File: config.mk
export PLATFORM = sky130hd
export DESIGN_NAME = pdram_ctrl
export DESIGN_NICKNAME = d
export VERILOG_FILES = /design/src/rtl/pdram_pkg.sv /design/src/rtl/pdram_phase_timer.sv /design/src/rtl/pdram_addr_split.sv /design/src/rtl/pdram_row_tracker.sv /design/src/rtl/pdram_ctrl.sv
export SDC_FILE = /design/constraint.sdc
export NUM_CORES = 1
export LEC_CHECK = 0
export BUFFER_PORTS_ARGS = -buffer_cell sky130_fd_sc_hd__buf_2
export CELL_PAD_IN_SITES_DETAIL_PLACEMENT = 1
export CELL_PAD_IN_SITES_GLOBAL_PLACEMENT = 1
export CORE_MARGIN = 4
export CORE_UTILIZATION = 35
export CTS_CLUSTER_DIAMETER = 120
export DETAILED_ROUTE_END_ITERATION = 6
export PLACE_DENSITY = 0.65
export SYNTH_ARGS = -nofsm -noshare
export SYNTH_HDL_FRONTEND = slang
export SYNTH_HIERARCHICAL = 1
export SYNTH_SLANG_ARGS = --single-unit
File: constraint.sdc
create_clock -name clk -period 2.8 [get_ports clk]
set_input_delay 0.42 -clock clk [delete_from_list [all_inputs] [get_ports clk]]
set_output_delay 0.42 -clock clk [all_outputs]
set_load 0.1 [all_outputs]
File: src/rtl/pdram_pkg.sv
package pdram_pkg;
   typedef enum logic [2:0] {
      ST_IDLE   = 3'd0,
      ST_CLOSE  = 3'd1,
      ST_RSETUP = 3'd2,
      ST_RHOLD  = 3'd3,
      ST_CSETUP = 3'd4,
      ST_CASLO  = 3'd5,
      ST_CPRE   = 3'd6
   } pdram_state_e;
endpackage

File: src/rtl/pdram_phase_timer.sv
module pdram_phase_timer #(
   parameter int CW = 4
) (
   input  logic          clk,
   input  logic          rst_n,
   input  logic          restart,
   output logic [CW-1:0] cyc
);
   always_ff @(posedge clk or negedge rst_n) begin
      if (!rst_n)            cyc <= '0;
      else if (restart)      cyc <= '0;
      else if (cyc != '1)    cyc <= cyc + 1'b1;
   end
endmodule

File: src/rtl/pdram_addr_split.sv
module pdram_addr_split #(
   parameter int ROW_W    = 10,
   parameter int COL_W    = 10,
   parameter bit ROW_HIGH = 1'b1,
   localparam int AW      = ROW_W + COL_W
) (
   input  logic [AW-1:0]    addr,
   output logic [ROW_W-1:0] row,
   output logic [COL_W-1:0] col
);
   generate
      if (ROW_HIGH) begin : g_row_high
         assign row = addr[AW-1:COL_W];
         assign col = addr[COL_W-1:0];
      end else begin : g_row_low
         assign row = addr[ROW_W-1:0];
         assign col = addr[AW-1:ROW_W];
      end
   endgenerate
endmodule

File: src/rtl/pdram_row_tracker.sv
module pdram_row_tracker #(
   parameter int ROW_W     = 10,
   parameter int T_RAS_MAX = 200,
   parameter int CLOSE_AT  = 190,
   localparam int AGE_W    = $clog2(T_RAS_MAX + 1)
) (
   input  logic             clk,
   input  logic             rst_n,
   input  logic             open_en,
   input  logic             close_en,
   input  logic [ROW_W-1:0] open_row,
   input  logic [ROW_W-1:0] cmp_row,
   output logic             row_valid,
   output logic             hit,
   output logic             age_over
);
   logic [ROW_W-1:0] row_q;
   logic [AGE_W-1:0] age_q;

   always_ff @(posedge clk or negedge rst_n) begin
      if (!rst_n) begin
         row_valid <= 1'b0;
         row_q     <= '0;
      end else if (close_en) begin
         row_valid <= 1'b0;
      end else if (open_en) begin
         row_valid <= 1'b1;
         row_q     <= open_row;
      end
   end

   always_ff @(posedge clk or negedge rst_n) begin
      if (!rst_n)                          age_q <= '0;
      else if (!row_valid)                 age_q <= '0;
      else if (age_q != AGE_W'(T_RAS_MAX)) age_q <= age_q + 1'b1;
   end

   assign hit      = row_valid && (row_q == cmp_row);
   assign age_over = (age_q >= AGE_W'(CLOSE_AT));
endmodule

File: src/rtl/pdram_ctrl.sv
module pdram_ctrl
   import pdram_pkg::*;
#(
   parameter int ROW_W     = 10,
   parameter int COL_W     = 10,
   parameter bit ROW_HIGH  = 1'b1,
   parameter int T_RAH     = 1,
   parameter int T_RCD     = 3,
   parameter int T_CAS     = 3,
   parameter int T_CP      = 2,
   parameter int T_RP      = 3,
   parameter int T_ACC     = 2,
   parameter int T_RAS_MAX = 200,
   localparam int AW       = ROW_W + COL_W,
   localparam int PINS_W   = (ROW_W > COL_W) ? ROW_W : COL_W
) (
   input  logic              clk,
   input  logic              rst_n,
   input  logic              req_valid,
   output logic              req_ready,
   input  logic              req_write,
   input  logic [AW-1:0]     req_addr,
   input  logic              req_wdata,
   output logic              rd_valid,
   output logic              rd_data,
   output logic              dram_ras_n,
   output logic              dram_cas_n,
   output logic              dram_we_n,
   output logic [PINS_W-1:0] dram_addr,
   output logic              dram_d,
   input  logic              dram_q
);
   localparam int CW       = $clog2(T_RP + T_RAH + T_RCD + T_CAS + T_CP + T_ACC + 2);
   localparam int CLOSE_AT = T_RAS_MAX - T_CAS - T_CP - 2;

   generate
      if (T_RAH < 1 || T_CP < 1 || T_RP < 1 || T_CAS < 1) begin : g_bad_min
         $error("pdram_ctrl: every timing count must be at least one cycle");
      end
      if (T_RCD <= T_RAH) begin : g_bad_rcd
         $error("pdram_ctrl: T_RCD must exceed T_RAH");
      end
      if (T_ACC < 1 || T_ACC > T_CAS) begin : g_bad_acc
         $error("pdram_ctrl: T_ACC must lie in 1..T_CAS");
      end
      if (CLOSE_AT <= T_RCD + T_CAS + T_CP) begin : g_bad_ras
         $error("pdram_ctrl: T_RAS_MAX leaves no room for a page cycle");
      end
   endgenerate

   pdram_state_e      state_q, state_d;
   logic [CW-1:0]     cyc;
   logic              accept, open_en, close_en;
   logic              row_valid, hit, age_over;
   logic              hit_q, pend_q, wr_q, wd_q;
   logic [ROW_W-1:0]  row_in, row_q, row_nxt;
   logic [COL_W-1:0]  col_in, col_q, col_nxt;
   logic              wr_nxt, row_phase, col_phase, rd_take;
   logic [PINS_W-1:0] addr_q;
   logic              cas_n_q, we_n_q, rdv_q, rdd_q;
   logic [CW-1:0]     cset_last;

   pdram_addr_split #(
      .ROW_W(ROW_W), .COL_W(COL_W), .ROW_HIGH(ROW_HIGH)
   ) u_split (
      .addr(req_addr), .row(row_in), .col(col_in)
   );

   pdram_row_tracker #(
      .ROW_W(ROW_W), .T_RAS_MAX(T_RAS_MAX), .CLOSE_AT(CLOSE_AT)
   ) u_rows (
      .clk(clk), .rst_n(rst_n), .open_en(open_en), .close_en(close_en),
      .open_row(row_q), .cmp_row(row_in),
      .row_valid(row_valid), .hit(hit), .age_over(age_over)
   );

   pdram_phase_timer #(.CW(CW)) u_timer (
      .clk(clk), .rst_n(rst_n), .restart(state_d != state_q), .cyc(cyc)
   );

   assign cset_last = hit_q ? '0 : CW'(T_RCD - T_RAH - 1);
   assign req_ready = (state_q == ST_IDLE) && !(row_valid && age_over);

   always_comb begin
      state_d  = state_q;
      accept   = 1'b0;
      open_en  = 1'b0;
      close_en = 1'b0;
      unique case (state_q)
         ST_IDLE: begin
            if (row_valid && age_over) begin
               state_d  = ST_CLOSE;
               close_en = 1'b1;
            end else if (req_valid) begin
               accept = 1'b1;
               if (!row_valid) begin
                  state_d = ST_RSETUP;
               end else if (hit) begin
                  state_d = ST_CSETUP;
               end else begin
                  state_d  = ST_CLOSE;
                  close_en = 1'b1;
               end
            end
         end
         ST_CLOSE:  if (cyc == CW'(T_RP - 1))  state_d = pend_q ? ST_RSETUP : ST_IDLE;
         ST_RSETUP: begin
            state_d = ST_RHOLD;
            open_en = 1'b1;
         end
         ST_RHOLD:  if (cyc == CW'(T_RAH - 1)) state_d = ST_CSETUP;
         ST_CSETUP: if (cyc == cset_last)      state_d = ST_CASLO;
         ST_CASLO:  if (cyc == CW'(T_CAS - 1)) state_d = ST_CPRE;
         ST_CPRE:   if (cyc == CW'(T_CP - 1))  state_d = ST_IDLE;
         default:   state_d = ST_IDLE;
      endcase
   end

   assign row_nxt   = accept ? row_in : row_q;
   assign col_nxt   = accept ? col_in : col_q;
   assign wr_nxt    = accept ? req_write : wr_q;
   assign row_phase = (state_d == ST_RSETUP) || (state_d == ST_RHOLD);
   assign col_phase = (state_d == ST_CSETUP) || (state_d == ST_CASLO) || (state_d == ST_CPRE);
   assign rd_take   = (state_q == ST_CASLO) && (cyc == CW'(T_ACC - 1)) && !wr_q;

   always_ff @(posedge clk or negedge rst_n) begin
      if (!rst_n) begin
         state_q <= ST_IDLE;
         hit_q   <= 1'b0;
         pend_q  <= 1'b0;
         wr_q    <= 1'b0;
         wd_q    <= 1'b0;
         row_q   <= '0;
         col_q   <= '0;
         addr_q  <= '0;
         cas_n_q <= 1'b1;
         we_n_q  <= 1'b1;
         rdv_q   <= 1'b0;
         rdd_q   <= 1'b0;
      end else begin
         state_q <= state_d;
         if (accept) begin
            row_q  <= row_in;
            col_q  <= col_in;
            wr_q   <= req_write;
            wd_q   <= req_wdata;
            hit_q  <= hit;
            pend_q <= 1'b1;
         end else if (state_q == ST_CASLO && state_d == ST_CPRE) begin
            pend_q <= 1'b0;
         end
         if (row_phase)      addr_q <= PINS_W'(row_nxt);
         else if (col_phase) addr_q <= PINS_W'(col_nxt);
         cas_n_q <= (state_d != ST_CASLO);
         we_n_q  <= !(wr_nxt && ((state_d == ST_CSETUP) || (state_d == ST_CASLO)));
         rdv_q   <= rd_take;
         if (rd_take) rdd_q <= dram_q;
      end
   end

   assign dram_ras_n = !row_valid;
   assign dram_cas_n = cas_n_q;
   assign dram_we_n  = we_n_q;
   assign dram_addr  = addr_q;
   assign dram_d     = wd_q;
   assign rd_valid   = rdv_q;
   assign rd_data    = rdd_q;
endmodule

==> metrics.txt <==
status finished, final reports clean; share of post-route cells with drive strength above 1 0.3196; DIE AREA 11990 sq um; Mapped Cells 330; Die Height 109.5 um; Yosys reg bits 64; min Tclk post-route 2497 ps; Yosys top cell by area dfrtp_1; nets in the synthesized netlist approximately 360; Required @ worst endpoint between 2000 and 2500 ps; Resized Gates After CTS 0; top post-synthesis cells by count dfrtp_1 (62), and3_1 (21), buf_4 (21), nor3_1 (16); CTS Buffer Depth 2; Hold Path Class input port to async pin; maximum VDD drop 1.144 mV; worst reg2reg endpoint u_timer/cyc[1]$_DFFE_PN0P_; Slew @ Worst Pin between 800 and 900 ps; critical path's slowest cell dfrtp_1; initial antenna violation count 0; num ports 43; Chip Width around 110 um; drt pass-1 iters 4; # hold bufs at CTS 0; gr ovfl total 0; largest net degree at the start of global routing 65; setup bufs post-CTS 0; initial detailed-routing violation count 62; synthesis warning total 6; highest clock rate roughly 0.4 GHz; setup tns final 0 ps; Max-slew headroom 0.4349; Final #Nets 389; Port Buffers 42; post-route cell area 4090 sq um; setup repair after global routing missed its margin no; ys async rst share 1.000; sequential share of the synthesized area 0.4448; cell count of the worst reg-to-reg path 8; slowest stage delay, CP 450 ps; GP Congestion 0.7793; Synth Area per Inst between 10 and 15 sq um; count leader, synth dfrtp_1; gr usage total 0.1632; P&R area growth vs syn 13.43%; Starting Density 0.3639; total CTS buffers 9; Worst setup endpoint req_ready; Setup Skew approximately 12 ps; Area contributors post-synth dfrtp_1 (43%), buf_4 (4.4%), a221oi_2 (3.7%), and3_1 (3.6%), mux2_2 (3.4%); Pwr Total 5.163 mW; row cnt 36; Final Hold Viols 0; total number of vias 2683; Worst R2R Start u_rows/row_valid$_DFFE_PN0P_; root buffer cell clkbuf_8; CP endpoint kind output port; critical path peak fanout 8; Setup crit start u_rows/age_q[2]$_DFFE_PN0P_; worst path cell trace nor3_1 > a31oi_1 > nand2_1 > and2_1 > buf_12; Final setup viols 0; number of synthesized flops with an enable pin 0; area post-placement 3861 sq um; Slew Viols, Final 0; H-Tree Depth 3; CTS sink cnt 64; first-pass GRT wire length 15130 um; vias in the first global route 2879; # DRC 0; post-DP HPWL 6402 um; Final period util 0.8918; drt wl/cell 18.35 um; library cells used by synthesis 58; final core occ 0.4128; share of the synthesized area in the top cell type 0.4303; Final ANT Viol Nets 0; # fillers ~1.1k; CTS clock-pin slew for the worst setup and hold paths about 70 ps; Cell Area, Synth 3606 sq um; Startpoint Class flop; worst-skew pair later-pin latency 350 ps; Core Footprint 9910 sq um; CTS tree done; total wire length between 9000 and 10000 um; Crit Path Class flop to output port; Lkg Pwr 1.893 nW; crit path DAT 2080 ps; Vias per Instance roughly 5.4; Synth Flop Type dfrtp_1; # Max-Cap Violations 0; n_diodes 0; Power Density 1262 nW/um^2; R2R Setup Slk approximately 330 ps
## where the power goes
group | total (mW) | internal (mW) | switching (mW)
sequential | 1.63 | 1.29 | 0.335
clock | 0.922 | 0.530 | 0.391
combinational | 2.61 | 0.883 | 1.73
## worst max-delay path, delay by kind of cell, from the launching register on
kind | cells | cell delay, ps
buffers and inverters | 1 | 190
AND/OR/NAND/NOR | 3 | 890
flip-flops | 1 | 450
AO/OA/AOI/OAI | 1 | 200
## metal layers
layer  routed length [um]  part of all wire  GRT usage
met5                    0                 0          0
met3                  341             0.037    0.03876
met1                 4306              0.47     0.2186
met2                 4391              0.48     0.2659
met4                   62            0.0068    0.04096
## cell families (layout without fill, tap and decap cells)
group,count (synthesis),after routing,share of synthesized area
adder cells (fa/ha/maj),5,5,0.01735
AO/OA/AOI/OAI,80,80,0.1974
flip-flops,64,64,0.4448
AND/OR/NAND/NOR,104,104,0.1777
buffers and inverters,47,80,0.07876
multiplexers,17,17,0.05239
XOR/XNOR,13,13,0.03158
## area by class of cell
type / instances / area [sq um] / area share
repair buffers: 57 / 337.8 / 0.08259
multi-input cells: 219 / 1727 / 0.4221
well taps: 133 / 166.4 / 0.04069
flip-flops and latches: 64 / 1604 / 0.3922
clock buffers: 10 / 137.6 / 0.03365
clock inverters: 6 / 91.34 / 0.02233
inverters: 7 / 26.28 / 0.006424
## worst min path at each step
stage	from	endpoint	slack [ps]	cells after the start
final	rst_n	u_timer/cyc[2]$_DFFE_PN0P_	270	2
after global routing	req_wdata	dram_d$_DFFE_PN0P_	270	2
after CTS	req_wdata	dram_d$_DFFE_PN0P_	270	2
after detailed placement	rd_data$_DFFE_PN0P_	rd_data$_DFFE_PN0P_	470	1
after global placement	wr_q$_DFF_PN0_	rd_valid$_DFF_PN0_	460	1
after floorplan	rst_n	col_q[0]$_DFF_PN0_	120	0
## registers in the layout (all words and copies together) (netlist names), 3 cells and up
register      cells
col_q            10
dram_addr        10
row_q            10
u_rows/row_q     10
u_rows/age_q      8
u_timer/cyc       4
state_q           3
## placed cells by master, fill, tap and decap left out, types with 11 or more instances in the layout
cell type,n
buf_4,15
a21o_1,11
buf_2,41
dfrtp_1,62
mux2_2,11
and3_1,21
nor3_1,16
## stage by stage
stage	setup WS (ps)	cells	hold slack [ps]
after detailed placement	228.7	480	474.4
after floorplan	321.6	330	124.4
after global placement	301.3	480	455.5
after CTS	263.9	496	265.8
final	303.1	496	266.8
after global routing	6.581	496	267.5
No activity file was read; power rests on OpenSTA's default activity.
